[src/rtl/nlge_pkg.sv]
package nlge_pkg;
    localparam int GAIN_W      = 16;
    localparam int COEF_W      = 24;
    localparam int H1_RECIP    = 20165;
    localparam int GEO_RECIP   = 533;
    localparam int RECIP_SHIFT = 12;

    typedef logic signed [39:0]       wide_t;
    typedef logic signed [GAIN_W-1:0] gain_t;
    typedef logic signed [COEF_W-1:0] coef_t;

    localparam gain_t GAIN_ONE = 16'sd16384;
    localparam wide_t WIDE_MAX = 40'sd32767;
    localparam wide_t WIDE_MIN = -40'sd32768;

    typedef enum logic [1:0] {ST_ACC, ST_SOLVE, ST_FILL} est_state_e;

    function automatic gain_t sat_gain(input wide_t v);
        if (v > WIDE_MAX)      return 16'sh7fff;
        else if (v < WIDE_MIN) return -16'sh8000;
        else                   return gain_t'(v);
    endfunction
endpackage

[src/rtl/nlge_accum.sv]
module nlge_accum
    import nlge_pkg::*;
#(
    parameter int RES_W    = 16,
    parameter int MAX_LOG2 = 12,
    parameter int CFG_W    = 4
) (
    input  logic                    clk,
    input  logic                    rst_n,
    input  logic                    clear,
    input  logic                    take,
    input  logic signed [RES_W-1:0] residue,
    input  logic [1:0]              dither,
    input  logic [CFG_W-1:0]        log2_n,
    output logic                    full,
    output gain_t                   avg
);
    localparam int CNT_W = MAX_LOG2 + 1;
    localparam int ACC_W = RES_W + 2 + MAX_LOG2;

    typedef struct packed {
        logic [CNT_W-1:0]        cnt;
        logic signed [ACC_W-1:0] acc;
    } acc_state_t;

    acc_state_t s_d, s_q;
    logic [CFG_W-1:0]        n_eff;
    logic [CNT_W-1:0]        limit;
    logic signed [ACC_W-1:0] res_ext;
    logic signed [ACC_W-1:0] term;
    wide_t                   shifted;

    always_comb begin
        n_eff   = (int'(log2_n) > MAX_LOG2) ? CFG_W'(MAX_LOG2) : log2_n;
        limit   = CNT_W'(1) << n_eff;
        full    = (s_q.cnt == limit);
        res_ext = {{(ACC_W-RES_W){residue[RES_W-1]}}, residue};
        case (dither)
            2'b01:   term = res_ext;
            2'b11:   term = -res_ext;
            default: term = '0;
        endcase
        shifted = wide_t'(s_q.acc) >>> n_eff;
        avg     = sat_gain(shifted);

        s_d = s_q;
        if (clear) begin
            s_d = '0;
        end else if (take && !full) begin
            s_d.cnt = s_q.cnt + CNT_W'(1);
            s_d.acc = s_q.acc + term;
        end
    end

    always_ff @(posedge clk or negedge rst_n) begin
        if (!rst_n) s_q <= '0;
        else        s_q <= s_d;
    end
endmodule

[src/rtl/nlge_solver.sv]
module nlge_solver
    import nlge_pkg::*;
(
    input  gain_t ge_central,
    input  gain_t ge_full,
    output coef_t h1,
    output coef_t geo,
    output logic  inverted
);
    wide_t diff_w, h1_w, corr_w, geo_w;

    always_comb begin
        diff_w   = wide_t'(ge_full) - wide_t'(ge_central);
        h1_w     = (diff_w * wide_t'(H1_RECIP)) >>> RECIP_SHIFT;
        corr_w   = (h1_w * wide_t'(GEO_RECIP)) >>> RECIP_SHIFT;
        geo_w    = wide_t'(ge_central) - corr_w;
        h1       = coef_t'(h1_w);
        geo      = coef_t'(geo_w);
        inverted = (ge_central < ge_full);
    end
endmodule

[src/rtl/nlge_level_gain.sv]
module nlge_level_gain
    import nlge_pkg::*;
#(
    parameter int LVL_BITS = 3
) (
    input  coef_t               h1,
    input  coef_t               geo,
    input  logic [LVL_BITS-1:0] level,
    output gain_t               gain
);
    localparam int N_LVL = 1 << LVL_BITS;
    localparam int SQ_SH = 2 * LVL_BITS;

    wide_t mid, sq, bend;

    always_comb begin
        mid  = wide_t'(2 * int'(level) + 1 - N_LVL);
        sq   = mid * mid;
        bend = (wide_t'(h1) * sq) >>> SQ_SH;
        gain = sat_gain(wide_t'(geo) + bend);
    end
endmodule

[src/rtl/nlge_table.sv]
module nlge_table
    import nlge_pkg::*;
#(
    parameter int LVL_BITS = 3
) (
    input  logic                clk,
    input  logic                rst_n,
    input  logic                wr_en,
    input  logic [LVL_BITS-1:0] wr_idx,
    input  gain_t               wr_data,
    input  logic                swap,
    input  logic [LVL_BITS-1:0] rd_idx,
    output gain_t               rd_data
);
    localparam int N_LVL = 1 << LVL_BITS;

    typedef struct packed {
        logic                                act;
        logic [1:0][N_LVL-1:0][GAIN_W-1:0]   bank;
    } tbl_t;

    tbl_t t_d, t_q;

    always_comb begin
        t_d = t_q;
        if (wr_en) t_d.bank[~t_q.act][wr_idx] = wr_data;
        if (swap)  t_d.act = ~t_q.act;
        rd_data = gain_t'(t_q.bank[t_q.act][rd_idx]);
    end

    always_ff @(posedge clk or negedge rst_n) begin
        if (!rst_n) begin
            t_q.act <= 1'b0;
            for (int b = 0; b < 2; b++) begin
                for (int i = 0; i < N_LVL; i++) begin
                    t_q.bank[b][i] <= GAIN_ONE;
                end
            end
        end else begin
            t_q <= t_d;
        end
    end
endmodule

[src/rtl/nlge_estimator.sv]
module nlge_estimator
    import nlge_pkg::*;
#(
    parameter int RES_W    = 16,
    parameter int LVL_BITS = 3,
    parameter int MAX_LOG2 = 12,
    parameter int CFG_W    = 4
) (
    input  logic                    clk,
    input  logic                    rst_n,
    input  logic                    in_valid,
    output logic                    in_ready,
    input  logic signed [RES_W-1:0] in_residue,
    input  logic [1:0]              in_dither,
    input  logic                    in_central,
    input  logic [CFG_W-1:0]        cfg_log2_central,
    input  logic [CFG_W-1:0]        cfg_log2_full,
    input  logic [LVL_BITS-1:0]     rd_level,
    output logic signed [15:0]      rd_gain,
    output logic                    est_done,
    output logic                    est_inverted
);
    localparam int N_LVL = 1 << LVL_BITS;
    localparam int N_WIN = 2;
    localparam logic [LVL_BITS-1:0] LAST_IDX = LVL_BITS'(N_LVL - 1);

    typedef struct packed {
        est_state_e          state;
        logic [LVL_BITS-1:0] idx;
        coef_t               h1;
        coef_t               geo;
        logic                inv_pend;
        logic                inv;
        logic                done;
    } ctl_t;

    ctl_t  c_d, c_q;
    logic  accept;
    logic  win_clear;
    logic  [N_WIN-1:0] win_full;
    gain_t win_avg [N_WIN];
    logic  [N_WIN-1:0][CFG_W-1:0] win_cfg;
    coef_t sol_h1, sol_geo;
    logic  sol_inv;
    gain_t lvl_gain;
    logic  tbl_wr, tbl_swap;
    gain_t tbl_rd;

    assign win_cfg[0] = cfg_log2_central;
    assign win_cfg[1] = cfg_log2_full;

    // window 0 keeps only centrally flagged samples, window 1 keeps all
    for (genvar w = 0; w < N_WIN; w++) begin : g_win
        logic take_w;
        assign take_w = accept && ((w == 0) ? in_central : 1'b1);
        nlge_accum #(
            .RES_W(RES_W), .MAX_LOG2(MAX_LOG2), .CFG_W(CFG_W)
        ) u_acc (
            .clk(clk), .rst_n(rst_n), .clear(win_clear), .take(take_w),
            .residue(in_residue), .dither(in_dither), .log2_n(win_cfg[w]),
            .full(win_full[w]), .avg(win_avg[w])
        );
    end

    nlge_solver u_solver (
        .ge_central(win_avg[0]), .ge_full(win_avg[1]),
        .h1(sol_h1), .geo(sol_geo), .inverted(sol_inv)
    );

    nlge_level_gain #(.LVL_BITS(LVL_BITS)) u_level (
        .h1(c_q.h1), .geo(c_q.geo), .level(c_q.idx), .gain(lvl_gain)
    );

    nlge_table #(.LVL_BITS(LVL_BITS)) u_table (
        .clk(clk), .rst_n(rst_n), .wr_en(tbl_wr), .wr_idx(c_q.idx),
        .wr_data(lvl_gain), .swap(tbl_swap), .rd_idx(rd_level), .rd_data(tbl_rd)
    );

    always_comb begin
        c_d       = c_q;
        c_d.done  = 1'b0;
        tbl_wr    = 1'b0;
        tbl_swap  = 1'b0;
        win_clear = 1'b0;
        in_ready  = (c_q.state == ST_ACC) && !(&win_full);
        accept    = in_valid && in_ready;

        case (c_q.state)
            ST_ACC: begin
                if (&win_full) c_d.state = ST_SOLVE;
            end
            ST_SOLVE: begin
                c_d.h1       = sol_h1;
                c_d.geo      = sol_geo;
                c_d.inv_pend = sol_inv;
                c_d.idx      = '0;
                c_d.state    = ST_FILL;
            end
            ST_FILL: begin
                tbl_wr = 1'b1;
                if (c_q.idx == LAST_IDX) begin
                    tbl_swap  = 1'b1;
                    win_clear = 1'b1;
                    c_d.done  = 1'b1;
                    c_d.inv   = c_q.inv_pend;
                    c_d.state = ST_ACC;
                end else begin
                    c_d.idx = c_q.idx + LVL_BITS'(1);
                end
            end
            default: c_d.state = ST_ACC;
        endcase
    end

    always_ff @(posedge clk or negedge rst_n) begin
        if (!rst_n) begin
            c_q       <= '0;
            c_q.state <= ST_ACC;
        end else begin
            c_q <= c_d;
        end
    end

    assign rd_gain      = tbl_rd;
    assign est_done     = c_q.done;
    assign est_inverted = c_q.inv;
endmodule

[config.mk]
export PLATFORM = sky130hd
export DESIGN_NAME = nlge_estimator
export DESIGN_NICKNAME = d
export VERILOG_FILES = /design/src/rtl/nlge_pkg.sv /design/src/rtl/nlge_accum.sv /design/src/rtl/nlge_solver.sv /design/src/rtl/nlge_level_gain.sv /design/src/rtl/nlge_table.sv /design/src/rtl/nlge_estimator.sv
export SDC_FILE = /design/constraint.sdc
export NUM_CORES = 2
export LEC_CHECK = 0
export BUFFER_PORTS_ARGS = -buffer_cell sky130_fd_sc_hd__buf_2
export CELL_PAD_IN_SITES_DETAIL_PLACEMENT = 2
export CELL_PAD_IN_SITES_GLOBAL_PLACEMENT = 2
export CORE_ASPECT_RATIO = 0.9
export CORE_UTILIZATION = 45
export CTS_BUF_LIST = sky130_fd_sc_hd__clkbuf_2
export CTS_CLUSTER_DIAMETER = 60
export CTS_CLUSTER_SIZE = 12
export DETAILED_ROUTE_END_ITERATION = 10
export GPL_TIMING_DRIVEN = 0
export PLACE_DENSITY_LB_ADDON = 0.1
export SKIP_LAST_GASP = 1
export SLEW_MARGIN = 25
export SYNTH_ARGS = -nofsm -noshare
export SYNTH_HDL_FRONTEND = slang
export SYNTH_SLANG_ARGS = --single-unit
export TNS_END_PERCENT = 100
[constraint.sdc]
create_clock -name clk -period 43.8 [get_ports clk]
set_input_delay 4.38 -clock clk [delete_from_list [all_inputs] [get_ports clk]]
set_output_delay 4.38 -clock clk [all_outputs]
set_load 0.01 [all_outputs]
* Word-level counts from Yosys, hierarchy flattened
Cells that the tools add are included.
** Storage, ports and cells
- Register bits :: 399
- Input port bits :: 33
- Word-level logic and storage cells :: 123
** Cells by class
- $add $sub $neg :: 11
- Multipliers :: 4
- Order comparisons :: 15
- Equal/unequal tests :: 10
- Shift-type cells :: 4
- Multiplexer cells :: 32
- Bitwise gates (word level) :: 1
- Reduce and logical (&&, ||, !) cells :: 18
** Operators with widths (number)
- $mux W128 :: 3
- $bwmux W256 :: 1
- $mux W43 :: 4
- $demux W128 S1 :: 1
- $mux W16 :: 8
- $gt A40 B16 Y1 const B :: 3
- $lt A40 B16 Y1 const B :: 3
- $sshr A30 B4 Y40 :: 2
- $add A30 B30 Y30 :: 2
- $pmux W30 S2 :: 1
- $bmux W16 S3 :: 1
- $demux W16 S3 :: 1
- $mul A24 B40 Y40 :: 1
- $mul A40 B40 Y40 :: 1
- $sub A40 B5 Y40 const B :: 1
- $mul A28 B11 Y36 const B :: 1
- $add A24 B34 Y35 :: 1
- $mul A17 B16 Y33 const B :: 1
- $neg A16 Y30 :: 1
- $add A13 B1 Y13 const B :: 2
- $eq A13 B13 Y1 :: 2
- $shl A1 B4 Y13 const A :: 2
- $sub A16 B24 Y24 :: 1
- $sub A16 B16 Y17 :: 1
- other kinds (25) :: 50

* Depth between registers and ports, before layout
- Word-level depth :: 12
- Gate-level depth with buffers :: 77

* Modules after synthesis
Synthesis repeated with hierarchy kept, for this count alone.
** Second synthesis, totals
- Cell total of the unflattened synthesis :: 6852
- Area, all modules :: 64874.7 µm²
** By module, submodules not included
- nlge_level_gain :: times used 1, cells each 3313, area an instance 28529.9 µm², sequential area each 0.0 µm²
- nlge_table :: times used 1, cells each 714, area an instance 11577.4 µm², sequential area each 6451.2 µm²
- nlge_solver :: times used 1, cells each 1163, area an instance 10108.4 µm², sequential area each 0.0 µm²
- nlge_accum at g_win[0].u_acc :: times used 1, cells each 800, area an instance 6323.6 µm², sequential area each 1076.0 µm²
- nlge_accum at g_win[1].u_acc :: times used 1, cells each 726, area an instance 5883.1 µm², sequential area each 1076.0 µm²
- nlge_estimator :: times used 1, cells each 136, area an instance 2452.4 µm², sequential area each 1401.3 µm²

* Least setup slack after synthesis
Ideal clock, no wire load.
- Kind :: input to register
- Start point :: input port cfg_log2_full[0]
- End point :: register c_q[26] in the netlist's numbering
- Data arrival time :: 20.084 ns
- Data required time :: 43.670 ns
- Setup slack :: 23.586 ns
- Cell stages on the path :: 73
- Cell sequence :: buf_4 a21bo_1 buf_6 buf_6 mux4_2 mux2i_1 nor4_1 a21oi_1 o41ai_4 clkbuf_1 o21ai_0 ha_1 fa_1 nor2b_1 o21ai_0 a41o_1 a211oi_2 o311ai_2 [... 37 more ...] o21bai_1 a21oi_1 o21bai_1 a21oi_1 o21ai_0 a41oi_1 nand2b_1 xnor2_1 ha_1 a21o_1 a31oi_1 a21boi_0 o21ai_0 nand2b_1 a311o_1 o211ai_1 xnor2_1 o21ai_1
** Between the ends
- Longest elaborated chain between the ends :: 10
- Elaborated cells on any way between the ends :: 11
- Classes of those cells :: add/sub: 2; mul: 2; order compare: 3; shift: 1; mux: 3
** RTL lines
- from (decl) :: line nlge_estimator.sv:17 : input logic [CFG_W-1:0] cfg_log2_full,
- $gt A4 B4 Y1 :: line nlge_accum.sv:34 : n_eff = (int'(log2_n) > MAX_LOG2) ? CFG_W'(MAX_LOG2) : log2_n;
- $mux W4 (*) :: line nlge_accum.sv:34
- $sshr A30 B4 Y40 (*) :: line nlge_accum.sv:43 : shifted = wide_t'(s_q.acc) >>> n_eff;
- $lt A40 B16 Y1 :: line nlge_pkg.sv:20 : else if (v < WIDE_MIN) return -16'sh8000;
- $mux W16 :: line nlge_pkg.sv:20
- $mux W16 (*) :: line nlge_pkg.sv:19 : if (v > WIDE_MAX) return 16'sh7fff;
- $sub A16 B16 Y17 (*) :: line nlge_solver.sv:13 : diff_w = wide_t'(ge_full) - wide_t'(ge_central);
- $mul A17 B16 Y33 (*) :: line nlge_solver.sv:14 : h1_w = (diff_w * wide_t'(H1_RECIP)) >>> RECIP_SHIFT;
- named net sol_h1[11] :: line nlge_estimator.sv:43 : coef_t sol_h1, sol_geo;
- $mul A28 B11 Y36 (*) :: line nlge_solver.sv:15 : corr_w = (h1_w * wide_t'(GEO_RECIP)) >>> RECIP_SHIFT;
- $sub A16 B24 Y24 (*) :: line nlge_solver.sv:16 : geo_w = wide_t'(ge_central) - corr_w;
- to (decl) :: line nlge_estimator.sv:37 : ctl_t c_d, c_q;
Mark *: on every way through the listed nets, which the timed path passes. The rest lies on a longest branch.
A chain may end at the register's enable or synchronous reset.

* Worst setup path after layout
- Start point :: input port cfg_log2_central[2]
- End point :: register c_q[26] in the netlist's numbering
** Between the ends
- Longest elaborated chain between the ends :: 10
- Elaborated cells on any way between the ends :: 11
- Classes of those cells :: add/sub: 2; mul: 2; order compare: 3; shift: 1; mux: 3
** RTL lines
- from (decl) :: line nlge_estimator.sv:16 : input logic [CFG_W-1:0] cfg_log2_central,
- $gt A4 B4 Y1 :: line nlge_accum.sv:34
- $mux W4 (*) :: line nlge_accum.sv:34
- $sshr A30 B4 Y40 (*) :: line nlge_accum.sv:43
- $lt A40 B16 Y1 :: line nlge_pkg.sv:20
- $mux W16 :: line nlge_pkg.sv:20
- $mux W16 (*) :: line nlge_pkg.sv:19
- $sub A16 B16 Y17 (*) :: line nlge_solver.sv:13
- $mul A17 B16 Y33 (*) :: line nlge_solver.sv:14
- named net sol_h1[10] :: line nlge_estimator.sv:43
- $mul A28 B11 Y36 (*) :: line nlge_solver.sv:15
- $sub A16 B24 Y24 (*) :: line nlge_solver.sv:16
Marked as above.

==> impl_metrics.py <==
metrics = {
    "sta": {
        "rsz0062_at_grt": "no",
        "fin_crit_sh_pct": 52.48,
        "setup_viol": 0,
        "whs_ns": 0.5013,
        "hold_viol_final": 0,
        "fmax_ghz": 0.04350,
        "fin_worst_skew_ns": 0.2289,
        "max-slew-margin-rel_pct": 21.32,
        "setup_tns_ns": 0,
        "period_needed_ns": 22.99,
        "tightestPinTransition_ns": 1.172,
        "drv_slew": 0,
    },
    "yosys": {
        "synth_edf_count": 0,
        "ys_seq_area_share_pct": 16.30,
        "ys.flop_type": "dfrtp_1",
        "ys.warnings.count": 0,
        "synth_async_sr_flop_share_pct": 100.0,
        "synthesis.nets": 7827,
        "yosysUniqueCellTypes": 100,
        "ys_ff_latch": 396,
        "synth_area_mm2": 0.06090,
        "synth.avg_cell_area_um2": 9.549,
        "synth_cells": 6378,
    },
    "outcome": {
        "outcome": "complete, no violations",
    },
    "final_layout": {
        "drive_gt1_share_pct": 9.840,
        "layout_common_cells": "inv_1, fa_1, ha_1",
        "layout_commonest_cell": "inv_1",
        "fin_cells": 8324,
        "syn2layout_area_growth_pct": 5.643,
        "fin_nets": 7929,
        "utilization_pct": 48.09,
    },
    "setup_path": {
        "path_buf_inv": 9,
        "critPathTopFamily": "compound AO/OA/AOI/OAI gates",
        "path_depth": 71,
        "reg2reg_depth": 62,
        "end_kind": "flip-flop",
        "reg2reg_slack_ns": 21.29,
        "cp.required_ns": 44.80,
        "rr_endpoint": "u_table.t_q[250]",
        "critical_path.slowest_cell": "xnor2_1",
        "cp_slowest_stage_delay_ns": 0.84,
        "cp_data_arrival_time_ns": 23.98,
        "cp_max_fo": 10,
        "crit_type": "in -> reg",
        "crit_path_end": "c_q[26]",
        "worstSetupStartpoint": "cfg_log2_central[2]",
        "path_common_cell": "ha_1",
        "critPathLaunchType": "primary input",
        "regToRegStartpoint": "c_q[53]",
    },
    "global_route": {
        "grt_start_max_net_pins": 89,
        "antenna_found_initial": 10,
        "grt_usage_pct": 32.87,
        "grt_pass1_wl_um": 343300,
        "overflow": 0,
        "grt_pass1_vias": 56234,
    },
    "detailed_routing": {
        "wl_met3_um": 10170,
        "drc_errors": 0,
        "m1WireLength_um": 93930,
        "vias_per_cell": 5.814,
        "dr.max_layer_used": "met5",
        "avgRoutedWirePerCell_um": 26.59,
        "antenna_left": 0,
        "firstDrtPassIters": 5,
        "dr_total_vias": 48396,
        "wl_met2_um": 109400,
        "drtIter0Drc": 2763,
        "drt_wl_total_um": 221400,
    },
    "clock_tree": {
        "cts_hold_buf": 0,
        "cts_root_buffer": "clkbuf_2",
        "post_cts_buffers": 0,
        "cts-buffers-inserted": 45,
        "clk_latency_ns": 1.28,
        "htreeDepth": 2,
        "clkSinkCount": 396,
        "cts_tree": "built",
        "cts_resized": 0,
        "clk_path_buf_depth": 3,
        "clkTransAtPathRegs_ns": 0.21,
    },
    "hold_path": {
        "hold_path_class": "reg -> reg",
    },
    "floorplan": {
        "rows": 127,
        "core-area_mm2": 0.1338,
        "die_w_um": 389.8,
        "start_util_pct": 45.52,
        "dieArea_mm2": 0.1368,
        "die-height_um": 351.0,
        "ios": 52,
    },
    "placement": {
        "post-dp-hpwl_um": 183600,
        "place_congestion": 0.8976,
        "io_buffers": 42,
        "dpl.cell_count": 8238,
    },
    "flow_run": {
        "max_cap_viol_count": 0,
    },
}
## state kept, by name, indices dropped and copies added, names as in the netlist
signal,cells
g_win.u_acc.s_q,86
est_done,1
u_table.t_q,257
c_q,51
est_inverted,1
## per-stage QoR
step	worst slack (ns)	instance area, um^2
floorplan	23.59	60900
global placement	20.09	63370
detailed placement	19.72	63730
CTS	20.92	64280
global route	19.59	64330
finish	20.81	64340
## final cells by class
type	count	area [um^2]
Clock buffer	63	315.3
Buffer	276	1100
Sequential cell	396	9930
Inverter	1106	4151
Timing Repair Buffer	55	444.2
Multi-Input combinational cell	4600	45900
Fill cell	14379	69450
Clock inverter	18	230.2
Antenna cell	4	10.01
Tap cell	1806	2260
## cells by family after synthesis
| group | after synthesis | synth area share (%) |
|---|---|---|
| AOI/OAI and AO/OA | 864 | 9.107 |
| xor gates and xnor gates | 356 | 5.276 |
| adders and majority gates | 1417 | 38.52 |
| DFF | 396 | 16.30 |
| muxes | 471 | 10.59 |
| other | 1 | 0.006157 |
| buffers and inverters | 1382 | 8.604 |
| and+or+nand+nor | 1491 | 11.59 |
## worst min-delay path: stages (launching register included)
cell and delay [ns]:
dfrtp_1 0.37, nand2_1 0.05, nand2_1 0.06
## layer usage
metal | vias to the layer above | global-route usage [%]
met5 | - | 0
met4 | 8 | 10.45
met3 | 387 | 3.308
met2 | 1197 | 57.40
met1 | 25735 | 42.84
li1 | 21069 | -
## synth_stat cells (28+ instances only)
cell type	n	share of area, %
a31oi_1	44	0.45
a21o_1	74	0.91
nor2b_1	33	0.34
dfrtp_1	380	16
xnor2_1	226	3.2
mux2i_1	89	1.5
clkbuf_1	225	1.4
a21oi_1	227	1.9
inv_1	1102	6.8
a211oi_1	40	0.49
o21bai_1	33	0.41
nor2_1	215	1.3
mux2_2	266	4.9
o21a_1	55	0.68
mux4_2	111	4.1
o21ai_0	200	1.6
nand2_1	637	3.9
and3_1	28	0.29
nand3_1	140	1.2
buf_1	29	0.18
ha_1	652	13
fa_1	764	25
nor3_1	58	0.48
xor2_1	123	1.8
nand2b_1	44	0.45
and2_1	184	1.9
nand4_1	31	0.32
or3_1	31	0.32
## worst min path at each step
stage,from,to,cells past startpoint
detailed placement,est_inverted,est_inverted,2
CTS,est_inverted,est_inverted,2
global placement,u_table.t_q[63],u_table.t_q[63],2
finish,est_inverted,est_inverted,2
floorplan,u_table.t_q[63],u_table.t_q[63],2
global route,est_inverted,est_inverted,2
Power is left out: the tool's default activity adds up to more than one toggle a clock period on the data nets, which glitch-free logic cannot reach.
